## config.mk

```make
export PLATFORM = sky130hd
export DESIGN_NAME = dbuf_uart
export DESIGN_NICKNAME = d
export VERILOG_FILES = /design/src/rtl/dbuf_uart_pkg.sv /design/src/rtl/dbuf_uart_tx.sv /design/src/rtl/dbuf_uart_rx.sv /design/src/rtl/dbuf_uart.sv
export SDC_FILE = /design/constraint.sdc
export NUM_CORES = 1
export LEC_CHECK = 0
export ABC_AREA = 1
export BUFFER_PORTS_ARGS = -buffer_cell sky130_fd_sc_hd__buf_2
export CORE_AREA = 10 10 90 92
export CTS_CLUSTER_DIAMETER = 60
export DETAILED_ROUTE_END_ITERATION = 10
export DIE_AREA = 0 0 100 102
export GPL_TIMING_DRIVEN = 0
export PLACE_DENSITY = 0.79
export SLEW_MARGIN = 5
export SYNTH_ARGS = -nofsm -noshare
export SYNTH_HDL_FRONTEND = slang
export SYNTH_HIERARCHICAL = 1
export SYNTH_SLANG_ARGS = --single-unit
```

## constraint.sdc

```tcl
create_clock -name clk -period 2.9 [get_ports clk]
set_input_delay 0.87 -clock clk [delete_from_list [all_inputs] [get_ports clk]]
set_output_delay 0.87 -clock clk [all_outputs]
set_load 0.05 [all_outputs]
```

## src/rtl/dbuf_uart_pkg.sv

```systemverilog
package dbuf_uart_pkg;

    localparam logic [7:0] DATA_OFS = 8'h70;
    localparam logic [7:0] STAT_OFS = 8'h74;

    localparam int ST_DR  = 0;
    localparam int ST_SRE = 1;
    localparam int ST_HRE = 2;
    localparam int ST_OVR = 4;

    typedef enum logic [1:0] {
        LN_IDLE,
        LN_START,
        LN_DATA,
        LN_STOP
    } line_state_e;

    typedef struct packed {
        logic ovr;
        logic hre;
        logic sre;
        logic dr;
    } uart_status_t;

    function automatic logic [31:0] pack_status(input uart_status_t s);
        logic [31:0] r;
        r         = '0;
        r[ST_DR]  = s.dr;
        r[ST_SRE] = s.sre;
        r[ST_HRE] = s.hre;
        r[ST_OVR] = s.ovr;
        return r;
    endfunction

endpackage

```

## src/rtl/dbuf_uart_tx.sv

```systemverilog
module dbuf_uart_tx
    import dbuf_uart_pkg::*;
#(
    parameter int CLKS_PER_BIT = 16
) (
    input  logic       clk,
    input  logic       rst,
    input  logic       load,
    input  logic [7:0] load_byte,
    output logic       busy,
    output logic       done,
    output logic       txd
);
    localparam int CW = (CLKS_PER_BIT > 2) ? $clog2(CLKS_PER_BIT) : 1;
    localparam logic [CW-1:0] LAST = CW'(CLKS_PER_BIT - 1);

    line_state_e   state_q;
    logic [CW-1:0] cnt_q;
    logic [2:0]    bit_q;
    logic [7:0]    sh_q;
    logic          txd_q;
    logic          bit_end;

    assign bit_end = (cnt_q == LAST);
    assign busy    = (state_q != LN_IDLE);
    assign done    = (state_q == LN_STOP) && bit_end;
    assign txd     = txd_q;

    always_ff @(posedge clk) begin
        if (rst) begin
            state_q <= LN_IDLE;
            cnt_q   <= '0;
            bit_q   <= '0;
            sh_q    <= '0;
            txd_q   <= 1'b1;
        end else if (load && (!busy || done)) begin
            state_q <= LN_START;
            cnt_q   <= '0;
            bit_q   <= '0;
            sh_q    <= load_byte;
            txd_q   <= 1'b0;
        end else if (busy) begin
            if (bit_end) begin
                cnt_q <= '0;
                case (state_q)
                    LN_START: begin
                        state_q <= LN_DATA;
                        txd_q   <= sh_q[0];
                    end
                    LN_DATA: begin
                        if (bit_q == 3'd7) begin
                            state_q <= LN_STOP;
                            txd_q   <= 1'b1;
                        end else begin
                            bit_q <= bit_q + 3'd1;
                            sh_q  <= {1'b0, sh_q[7:1]};
                            txd_q <= sh_q[1];
                        end
                    end
                    default: begin
                        state_q <= LN_IDLE;
                        txd_q   <= 1'b1;
                    end
                endcase
            end else begin
                cnt_q <= cnt_q + 1'b1;
            end
        end
    end
endmodule

```

## src/rtl/dbuf_uart_rx.sv

```systemverilog
module dbuf_uart_rx
    import dbuf_uart_pkg::*;
#(
    parameter int CLKS_PER_BIT = 16
) (
    input  logic       clk,
    input  logic       rst,
    input  logic       rxd,
    output logic       valid,
    output logic [7:0] rx_byte
);
    localparam int CW = (CLKS_PER_BIT > 2) ? $clog2(CLKS_PER_BIT) : 1;
    localparam int HALF = (CLKS_PER_BIT / 2 > 0) ? CLKS_PER_BIT / 2 : 1;
    localparam logic [CW-1:0] LAST  = CW'(CLKS_PER_BIT - 1);
    localparam logic [CW-1:0] MID   = CW'(HALF - 1);

    logic [2:0]    sync_q;
    line_state_e   state_q;
    logic [CW-1:0] cnt_q;
    logic [2:0]    bit_q;
    logic [7:0]    sh_q;
    logic          valid_q;
    logic          line;
    logic          fall;
    logic          bit_end;

    assign line    = sync_q[1];
    assign fall    = sync_q[2] && !sync_q[1];
    assign bit_end = (cnt_q == LAST);
    assign valid   = valid_q;
    assign rx_byte = sh_q;

    always_ff @(posedge clk) begin
        if (rst) begin
            sync_q  <= 3'b111;
            state_q <= LN_IDLE;
            cnt_q   <= '0;
            bit_q   <= '0;
            sh_q    <= '0;
            valid_q <= 1'b0;
        end else begin
            sync_q  <= {sync_q[1:0], rxd};
            valid_q <= 1'b0;
            case (state_q)
                LN_IDLE: begin
                    cnt_q <= '0;
                    if (fall) state_q <= LN_START;
                end
                LN_START: begin
                    if (cnt_q == MID) begin
                        cnt_q   <= '0;
                        bit_q   <= '0;
                        state_q <= line ? LN_IDLE : LN_DATA;
                    end else begin
                        cnt_q <= cnt_q + 1'b1;
                    end
                end
                LN_DATA: begin
                    if (bit_end) begin
                        cnt_q <= '0;
                        sh_q  <= {line, sh_q[7:1]};
                        if (bit_q == 3'd7) state_q <= LN_STOP;
                        else               bit_q   <= bit_q + 3'd1;
                    end else begin
                        cnt_q <= cnt_q + 1'b1;
                    end
                end
                default: begin
                    if (bit_end) begin
                        cnt_q   <= '0;
                        state_q <= LN_IDLE;
                        valid_q <= line;
                    end else begin
                        cnt_q <= cnt_q + 1'b1;
                    end
                end
            endcase
        end
    end
endmodule

```

## src/rtl/dbuf_uart.sv

```systemverilog
module dbuf_uart
    import dbuf_uart_pkg::*;
#(
    parameter int CLKS_PER_BIT = 16,
    parameter int ADDR_W       = 8
) (
    input  logic              clk,
    input  logic              rst,
    input  logic              bus_sel,
    input  logic              bus_wr,
    input  logic [ADDR_W-1:0] bus_addr,
    input  logic [31:0]       bus_wdata,
    output logic [31:0]       bus_rdata,
    output logic              ser_txd,
    input  logic              ser_rxd,
    output logic              irq_pulse
);
    localparam logic [ADDR_W-1:0] DATA_A = ADDR_W'(DATA_OFS);
    localparam logic [ADDR_W-1:0] STAT_A = ADDR_W'(STAT_OFS);

    logic         rd_data, wr_data, wr_stat;
    logic         tx_busy, tx_done, tx_load, tx_free;
    logic [7:0]   tx_byte;
    logic         rx_valid;
    logic [7:0]   rx_byte;
    logic [7:0]   hold_q;
    logic         hold_full_q;
    logic [7:0]   rx_data_q;
    logic         dr_q, ovr_q, irq_q;
    logic         sre, hre;
    uart_status_t stat;
    logic         unused_wbits;

    assign unused_wbits = ^bus_wdata[31:8];

    assign rd_data = bus_sel && !bus_wr && (bus_addr == DATA_A);
    assign wr_data = bus_sel &&  bus_wr && (bus_addr == DATA_A);
    assign wr_stat = bus_sel &&  bus_wr && (bus_addr == STAT_A);

    assign tx_free = !tx_busy || tx_done;
    assign sre     = !tx_busy;
    assign hre     = !hold_full_q;

    always_comb begin
        tx_load = 1'b0;
        tx_byte = hold_q;
        if (tx_done && hold_full_q) begin
            tx_load = 1'b1;
        end else if (wr_data && tx_free) begin
            tx_load = 1'b1;
            tx_byte = bus_wdata[7:0];
        end
    end

    dbuf_uart_tx #(.CLKS_PER_BIT(CLKS_PER_BIT)) tx_i (
        .clk       (clk),
        .rst       (rst),
        .load      (tx_load),
        .load_byte (tx_byte),
        .busy      (tx_busy),
        .done      (tx_done),
        .txd       (ser_txd)
    );

    dbuf_uart_rx #(.CLKS_PER_BIT(CLKS_PER_BIT)) rx_i (
        .clk     (clk),
        .rst     (rst),
        .rxd     (ser_rxd),
        .valid   (rx_valid),
        .rx_byte (rx_byte)
    );

    always_ff @(posedge clk) begin
        if (rst) begin
            hold_q      <= '0;
            hold_full_q <= 1'b0;
        end else if (tx_done && hold_full_q) begin
            hold_full_q <= wr_data;
            if (wr_data) hold_q <= bus_wdata[7:0];
        end else if (wr_data && !tx_free) begin
            hold_q      <= bus_wdata[7:0];
            hold_full_q <= 1'b1;
        end
    end

    always_ff @(posedge clk) begin
        if (rst) begin
            rx_data_q <= '0;
            dr_q      <= 1'b0;
            ovr_q     <= 1'b0;
            irq_q     <= 1'b0;
        end else begin
            if (rx_valid) rx_data_q <= rx_byte;
            dr_q  <= rx_valid || (dr_q && !rd_data);
            ovr_q <= (ovr_q && !wr_stat) || (rx_valid && dr_q && !rd_data);
            irq_q <= tx_done || rx_valid;
        end
    end

    assign irq_pulse = irq_q;

    always_comb begin
        stat.dr   = dr_q;
        stat.sre  = sre;
        stat.hre  = hre;
        stat.ovr  = ovr_q;
        bus_rdata = '0;
        if (bus_sel && !bus_wr) begin
            if (bus_addr == DATA_A)      bus_rdata = {24'd0, rx_data_q};
            else if (bus_addr == STAT_A) bus_rdata = pack_status(stat);
        end
    end
endmodule

```

==> results of run 1 <==
[registers in the layout (all words and copies together) (netlist names)]
signal	cells
hold_q	8
rx_data_q	8
rx_i/rx_byte	8
tx_i/sh_q	8
rx_i/cnt_q	4
tx_i/cnt_q	4
rx_i/bit_q	3
rx_i/sync_q	3
tx_i/bit_q	3
rx_i/state_q	2
tx_i/state_q	2
dr_q	1
hold_full_q	1
irq_pulse	1
ovr_q	1
rx_i/valid	1
tx_i/txd	1
[area by class of cell]
type | instances | area [µm²]
Multi-Input combinational cell | 333 | 1730
Clock buffer | 11 | 151
Inverter | 77 | 289
Clock inverter | 5 | 83.8
Fill cell | 590 | 2340
Sequential cell | 59 | 1180
Buffer | 32 | 238
Timing Repair Buffer | 31 | 165
Tap cell | 77 | 96.3
[layer usage]
metal,routed length [µm],up-vias
met5,0,-
met4,66,0
met3,337,6
met2,3670,46
met1,2900,1288
li1,-,1572
[how the worst min path moves through the flow]
stage                           endpoint  depth (start not counted)      startpoint  slack, ns
after global placement    rx_i/sync_q[1]                          1  rx_i/sync_q[0]       0.39
after floorplan           rx_i/sync_q[1]                          1  rx_i/sync_q[0]       0.39
after CTS                 rx_i/sync_q[1]                          1  rx_i/sync_q[0]       0.42
final                     rx_i/sync_q[1]                          1  rx_i/sync_q[0]       0.42
after detailed placement  rx_i/sync_q[1]                          1  rx_i/sync_q[0]       0.40
after global routing      rx_i/sync_q[1]                          1  rx_i/sync_q[0]       0.44
[power by group through the flow]
stage,Sequential [µW],Clock [µW],Combinational [µW]
after floorplan,864,0,234
after global placement,866,0,273
after detailed placement,868,0,279
after CTS,850,889,281
after global routing,852,915,324
final,849,867,283
[repair_timing]
action | CTS | global route
hold buffers | 0 | 0
gates resized for setup | 3 | 3
pin swaps | 1 | 0
setup endpoints to repair | 4 | 6
setup buffers | 1 | 0
cloned | 0 | 0
[stage by stage]
stage	power, µW	worst slack, ns	utilization	setup TNS [ns]
floorplan	1100	-0.292	-	-1.17
global placement	1140	-0.0756	0.586	-0.232
detailed placement	1150	-0.0769	0.586	-0.238
CTS	2020	0.0853	0.626	0
global route	2090	-0.00826	0.627	-0.00826
finish	2000	0.119	0.627	0
[logic make-up (layout without fill, tap and decap cells)]
| logic type | Yosys count | after routing |
|---|---|---|
| DFF | 59 | 59 |
| and+or+nand+nor | 234 | 234 |
| adders and majority gates | 15 | 15 |
| xor gates and xnor gates | 2 | 2 |
| AOI/OAI and AO/OA | 58 | 58 |
| other | 1 | 24 |
| buffers and inverters | 109 | 156 |
[worst max-delay path: stages]
cell     delay [ns]
buf_2          0.10
nor2_1         0.09
nand2_1        0.10
nor2_4         0.14
buf_6          0.16
nand3_1        0.07
o21ai_0        0.08
buf_2          0.29
[Yosys cell counts]
library cell	n
inv_2	5
clkinv_1	1
nand3_4	2
dfxtp_1	59
nand2_1	99
o21ai_0	30
nor2_4	4
a211oi_1	1
nand4_2	1
nor4_1	1
nor3_1	1
nor3b_1	1
o21bai_1	1
buf_4	26
nor2_1	67
ha_1	15
nor2_2	4
nand3_2	1
or2_2	3
nand4_1	9
nand3b_4	1
conb_1	1
a21oi_1	18
buf_6	2
clkbuf_1	3
o21ai_2	8
nand3_1	28
nand2_4	4
nand2_2	8
xnor2_1	2
inv_1	71
buf_2	1
[placed cells by master, fill, tap and decap left out, drive strengths merged]
master,n
nand2,111
inv,77
nor2,75
buf,60
dfxtp,59
o21ai,38
nand3,31
conb,24
a21oi,18
ha,15
clkbuf,14
nand4,10
or2,3
bufinv,2
clkinvlp,2
xnor2,2
nand3b,1
a211oi,1
nor4,1
nor3,1
o21bai,1
clkinv,1
nor3b,1
==> impl_metrics.env, run 1 <==
export IMPL_drt_initial_drc_count=105
export IMPL_synth_mux_area_frac=0
export IMPL_yosys_top_cells_area="dfxtp_1, nand2_1, inv_1"
export IMPL_worst_setup_path_start_kind="primary input"
export IMPL_r2r_slack_ns=0.72
export IMPL_grt_pass1_vias=2796
export IMPL_use_met2=0.262
export IMPL_tritoncts="done"
export IMPL_routedWlPerCell_um=11.2
export IMPL_synthXorXnorAreaFrac=0.00525
export IMPL_required_ns=2.03
export IMPL_min_period_over_period=0.959
export IMPL_ys_seq_area_frac=0.354
export IMPL_ioPinCount=79
export IMPL_n_antenna_cell=0
export IMPL_finClkSkew_ns=0.00750
export IMPL_cap_viol_max_count=0
export IMPL_combPwrFrac=0.141
export IMPL_seqPwrFrac=0.425
export IMPL_die_w_um=100
export IMPL_syn_area_um2=3340
export IMPL_antenna_found_initial=0
export IMPL_grt_pass1_wl_um=11900
export IMPL_firstDrtPassIters=4
export IMPL_final_area_um2=3940
export IMPL_p_sw_frac=0.272
export IMPL_path_max_fanout=10
export IMPL_crit_type="in2out"
export IMPL_use_met3=0.0466
export IMPL_synth_adder_area_share=0.0562
export IMPL_cts_buffer_depth=2
export IMPL_cts_root_buf="clkbuf_8"
export IMPL_final_layout_size_suffix_gt1_frac=0.223
export IMPL_dp_cells=608
export IMPL_port_buffers=30
export IMPL_r2r_start="tx_i/state_q[0]"
export IMPL_clock_sinks=59
export IMPL_period_minus_slack_ns=2.78
export IMPL_netlist_instances=478
export IMPL_route_detailed_drc=0
export IMPL_critPathCapture="bus_rdata[4]"
export IMPL_avgSynthCellArea_um2=6.98
export IMPL_drt_total_wl_um=6970
export IMPL_via_per_inst=4.66
export IMPL_vias=2912
export IMPL_yosysTopAreaCell="dfxtp_1"
export IMPL_grt_start_max_net_pins=16
export IMPL_synth_seq_cells=59
export IMPL_synth_compound_area_share=0.0975
export IMPL_clkTransAtPathRegs_ns=0.07
export IMPL_p_sw_uw=544
export IMPL_timing_rr_end="tx_i/cnt_q[2]"
export IMPL_synth_top_family_by_area="simple AND/OR/NAND/NOR gates"
export IMPL_leakagePower_uw=0.00199
export IMPL_cts_made_buffers=9
export IMPL_dp_hpwl_um=5260
export IMPL_power_density_nw_per_um2=508
export IMPL_insertion_delay_ns=0.33
export IMPL_hold_violations=0
export IMPL_r2r_cells=12
export IMPL_fp_coreArea_um2=6280
export IMPL_hold_ws_ns=0.415
export IMPL_hold_path_class="reg2reg"
export IMPL_synth_cell_types=32
export IMPL_end_kind="output port"
export IMPL_rows=29
export IMPL_synth_top_area_frac=0.354
export IMPL_grt_setup_unrepaired="true"
export IMPL_setup_viol=0
export IMPL_die_y_um=102
export IMPL_fmax_ghz=0.360
export IMPL_yosys_area_share_simple=0.329
export IMPL_p_int_uw=1460
export IMPL_final_nets=603
export IMPL_place_congestion=0.812
export IMPL_grt_busiest_layer="met2"
export IMPL_grt_overflow=0
export IMPL_grt_usage=0.140
export IMPL_finalMaxSlewViolations=0
export IMPL_post_dp_cell_area_um2=3680
export IMPL_initial_core_util=0.532
export IMPL_htreeDepth=3
export IMPL_layoutNonFillerInstCount=625
export IMPL_area_growth_pct=18.0
export IMPL_antenna_left=0
export IMPL_die_area_um2=10200
export IMPL_irDropWorstVdd_uv=400
export IMPL_status="finished clean"
export IMPL_grt_use_met1=0.141
export IMPL_arrival_ns=1.91
export IMPL_power_clock_fraction=0.434
export IMPL_yosysWarningCount=6
export IMPL_worstSetupStartpoint="bus_addr[3]"
Note: power is estimated with default switching activity, not from simulation.
==> inputs of run 2 (changes only) <==
- CAP_MARGIN: default -> 0
- RECOVER_POWER: default -> 50
- clock period: 2.9 -> 2.6 ns (I/O delays scaled with it)
==> impl_metrics.env, run 2 (synthesis results as in run 1) <==
export IMPL_status="finished clean"
export IMPL_clock_sinks=59
export IMPL_dp_hpwl_um=5280
export IMPL_end_kind="output port"
export IMPL_die_area_um2=10200
export IMPL_grt_usage=0.143
export IMPL_total_power_uw=2080
export IMPL_final_layout_size_suffix_gt1_frac=0.228
export IMPL_p_sw_frac=0.294
export IMPL_final_common_cell="nand2_1"
export IMPL_cts_buffer_depth=2
export IMPL_die_w_um=100
export IMPL_power_clock_fraction=0.390
export IMPL_crit_type="in2out"
export IMPL_fp_coreArea_um2=6280
export IMPL_grt_pass1_vias=2894
export IMPL_irDropWorstVdd_uv=365
export IMPL_die_y_um=102
export IMPL_cts_made_buffers=9
export IMPL_port_buffers=30
export IMPL_p_int_uw=1470
export IMPL_grt_overflow=0
export IMPL_crit_chain="buf_2, nor2_2, nand2_2, nor2_4, buf_6, nand3_1, o21ai_2, buf_6"
export IMPL_seqPwrFrac=0.456
export IMPL_path_max_fanout=7
export IMPL_critPathMaxStageDelay_ns=0.17
export IMPL_combPwrFrac=0.154
export IMPL_setup_viol=0
export IMPL_min_period_over_period=0.996
export IMPL_route_detailed_drc=0
export IMPL_firstDrtPassIters=4
export IMPL_arrival_ns=1.81
export IMPL_antenna_left=0
export IMPL_n_antenna_cell=0
export IMPL_cts_root_buf="clkbuf_8"
export IMPL_postCtsHoldBufs=0
export IMPL_path_common_cell="buf_6"
export IMPL_layout_common_cells="nand2_1, inv_1, nor2_1, dfxtp_1, buf_4"
export IMPL_antenna_found_initial=0
export IMPL_drt_total_wl_um=7110
export IMPL_vias=3008
export IMPL_area_growth_pct=18.6
export IMPL_initial_core_util=0.532
export IMPL_cp_slowest_cell="nor2_4"
export IMPL_tightestPinTransition_ns=0.768
export IMPL_required_ns=1.82
export IMPL_rows=29
export IMPL_fmax_ghz=0.386
export IMPL_final_nets=607
export IMPL_tritoncts="done"
export IMPL_via_per_inst=4.78
export IMPL_nFillCells=568
export IMPL_leakagePower_uw=0.00200
export IMPL_grt_start_max_net_pins=16
export IMPL_period_minus_slack_ns=2.59
export IMPL_clkTransAtPathRegs_ns=0.07
export IMPL_finalMaxSlewViolations=0
export IMPL_dp_cells=608
export IMPL_routedWlPerCell_um=11.3
export IMPL_finClkSkew_ns=0.00545
export IMPL_ioPinCount=79
export IMPL_drt_initial_drc_count=62
export IMPL_cap_viol_max_count=0
export IMPL_final_core_util=0.630
export IMPL_power_density_nw_per_um2=524
export IMPL_htreeDepth=3
export IMPL_layoutNonFillerInstCount=629
export IMPL_hold_violations=0
export IMPL_hold_path_class="reg2reg"
export IMPL_worst_setup_path_start_kind="primary input"
export IMPL_insertion_delay_ns=0.34
export IMPL_place_congestion=0.812
export IMPL_grt_pass1_wl_um=12300
export IMPL_relSlewSlack=0.488
export IMPL_p_sw_uw=610
run 2: repair_timing:
| item | 4_1_cts | 5_1_grt |
|---|---|---|
| pin swaps | 1 | 2 |
| buffers inserted | 2 | 3 |
| hold endpoints to repair | 0 | 0 |
| resized for setup | 7 | 17 |
| endpoints found under the setup margin | 8 | 8 |
run 2: final cells by class:
| type | instances | area, µm² | share of cell area |
|---|---|---|---|
| Inverter | 77 | 289 | 0.0730 |
| Timing Repair Buffer | 35 | 216 | 0.0547 |
| Sequential cell | 59 | 1180 | 0.298 |
| Clock buffer | 9 | 124 | 0.0313 |
| Clock inverter | 7 | 68.8 | 0.0174 |
| Tap cell | 77 | 96.3 | 0.0243 |
| Buffer | 32 | 236 | 0.0598 |
| Multi-Input combinational cell | 333 | 1750 | 0.441 |
run 2: worst paths after layout:
path | startpoint | to | slack, ns | cells after the start
max | bus_addr[1] | bus_rdata[0] | 0.01 | 8
min | rx_i/sync_q[0] | rx_i/sync_q[1] | 0.41 | 1
max reg2reg | tx_i/cnt_q[0] | tx_i/bit_q[0] | 0.42 | 13
min reg2reg | rx_i/sync_q[0] | rx_i/sync_q[1] | 0.41 | 1
run 2: per-stage QoR:
| stage | hold WS [ns] | TNS, ns | setup WS (ns) | cell area, µm² |
|---|---|---|---|---|
| 3_5_place_dp | 0.398 | -1.16 | -0.167 | 3680 |
| 6_report | 0.410 | 0 | 0.0105 | 3960 |
| 4_1_cts | 0.415 | 0 | 0.00926 | 3910 |
| 2_1_floorplan | 0.389 | -0.621 | -0.130 | 3440 |
| 3_3_place_gp | 0.394 | -0.929 | -0.160 | 3680 |
| 5_1_grt | 0.429 | -0.164 | -0.0654 | 3960 |
run 2: per-layer routing:
layer | GRT usage | part of all wire | vias to the layer above
met5 | 0 | 0 | -
met4 | 0.0685 | 0.023 | 0
met3 | 0.0371 | 0.049 | 16
met2 | 0.263 | 0.52 | 46
met1 | 0.149 | 0.41 | 1367
li1 | - | - | 1579
run 2: critical path, delay by kind of cell:
kind | cells | cell delay (ns)
compound gates | 1 | 0.10
buf+inv | 3 | 0.44
simple gates | 4 | 0.49
run 2: power by group through the flow:
stage | sequential [µW] | combinational (µW) | clock (µW)
floorplan | 964 | 262 | 0
global placement | 966 | 307 | 0
detailed placement | 968 | 318 | 0
CTS | 947 | 319 | 830
global route | 950 | 363 | 860
finish | 947 | 319 | 809
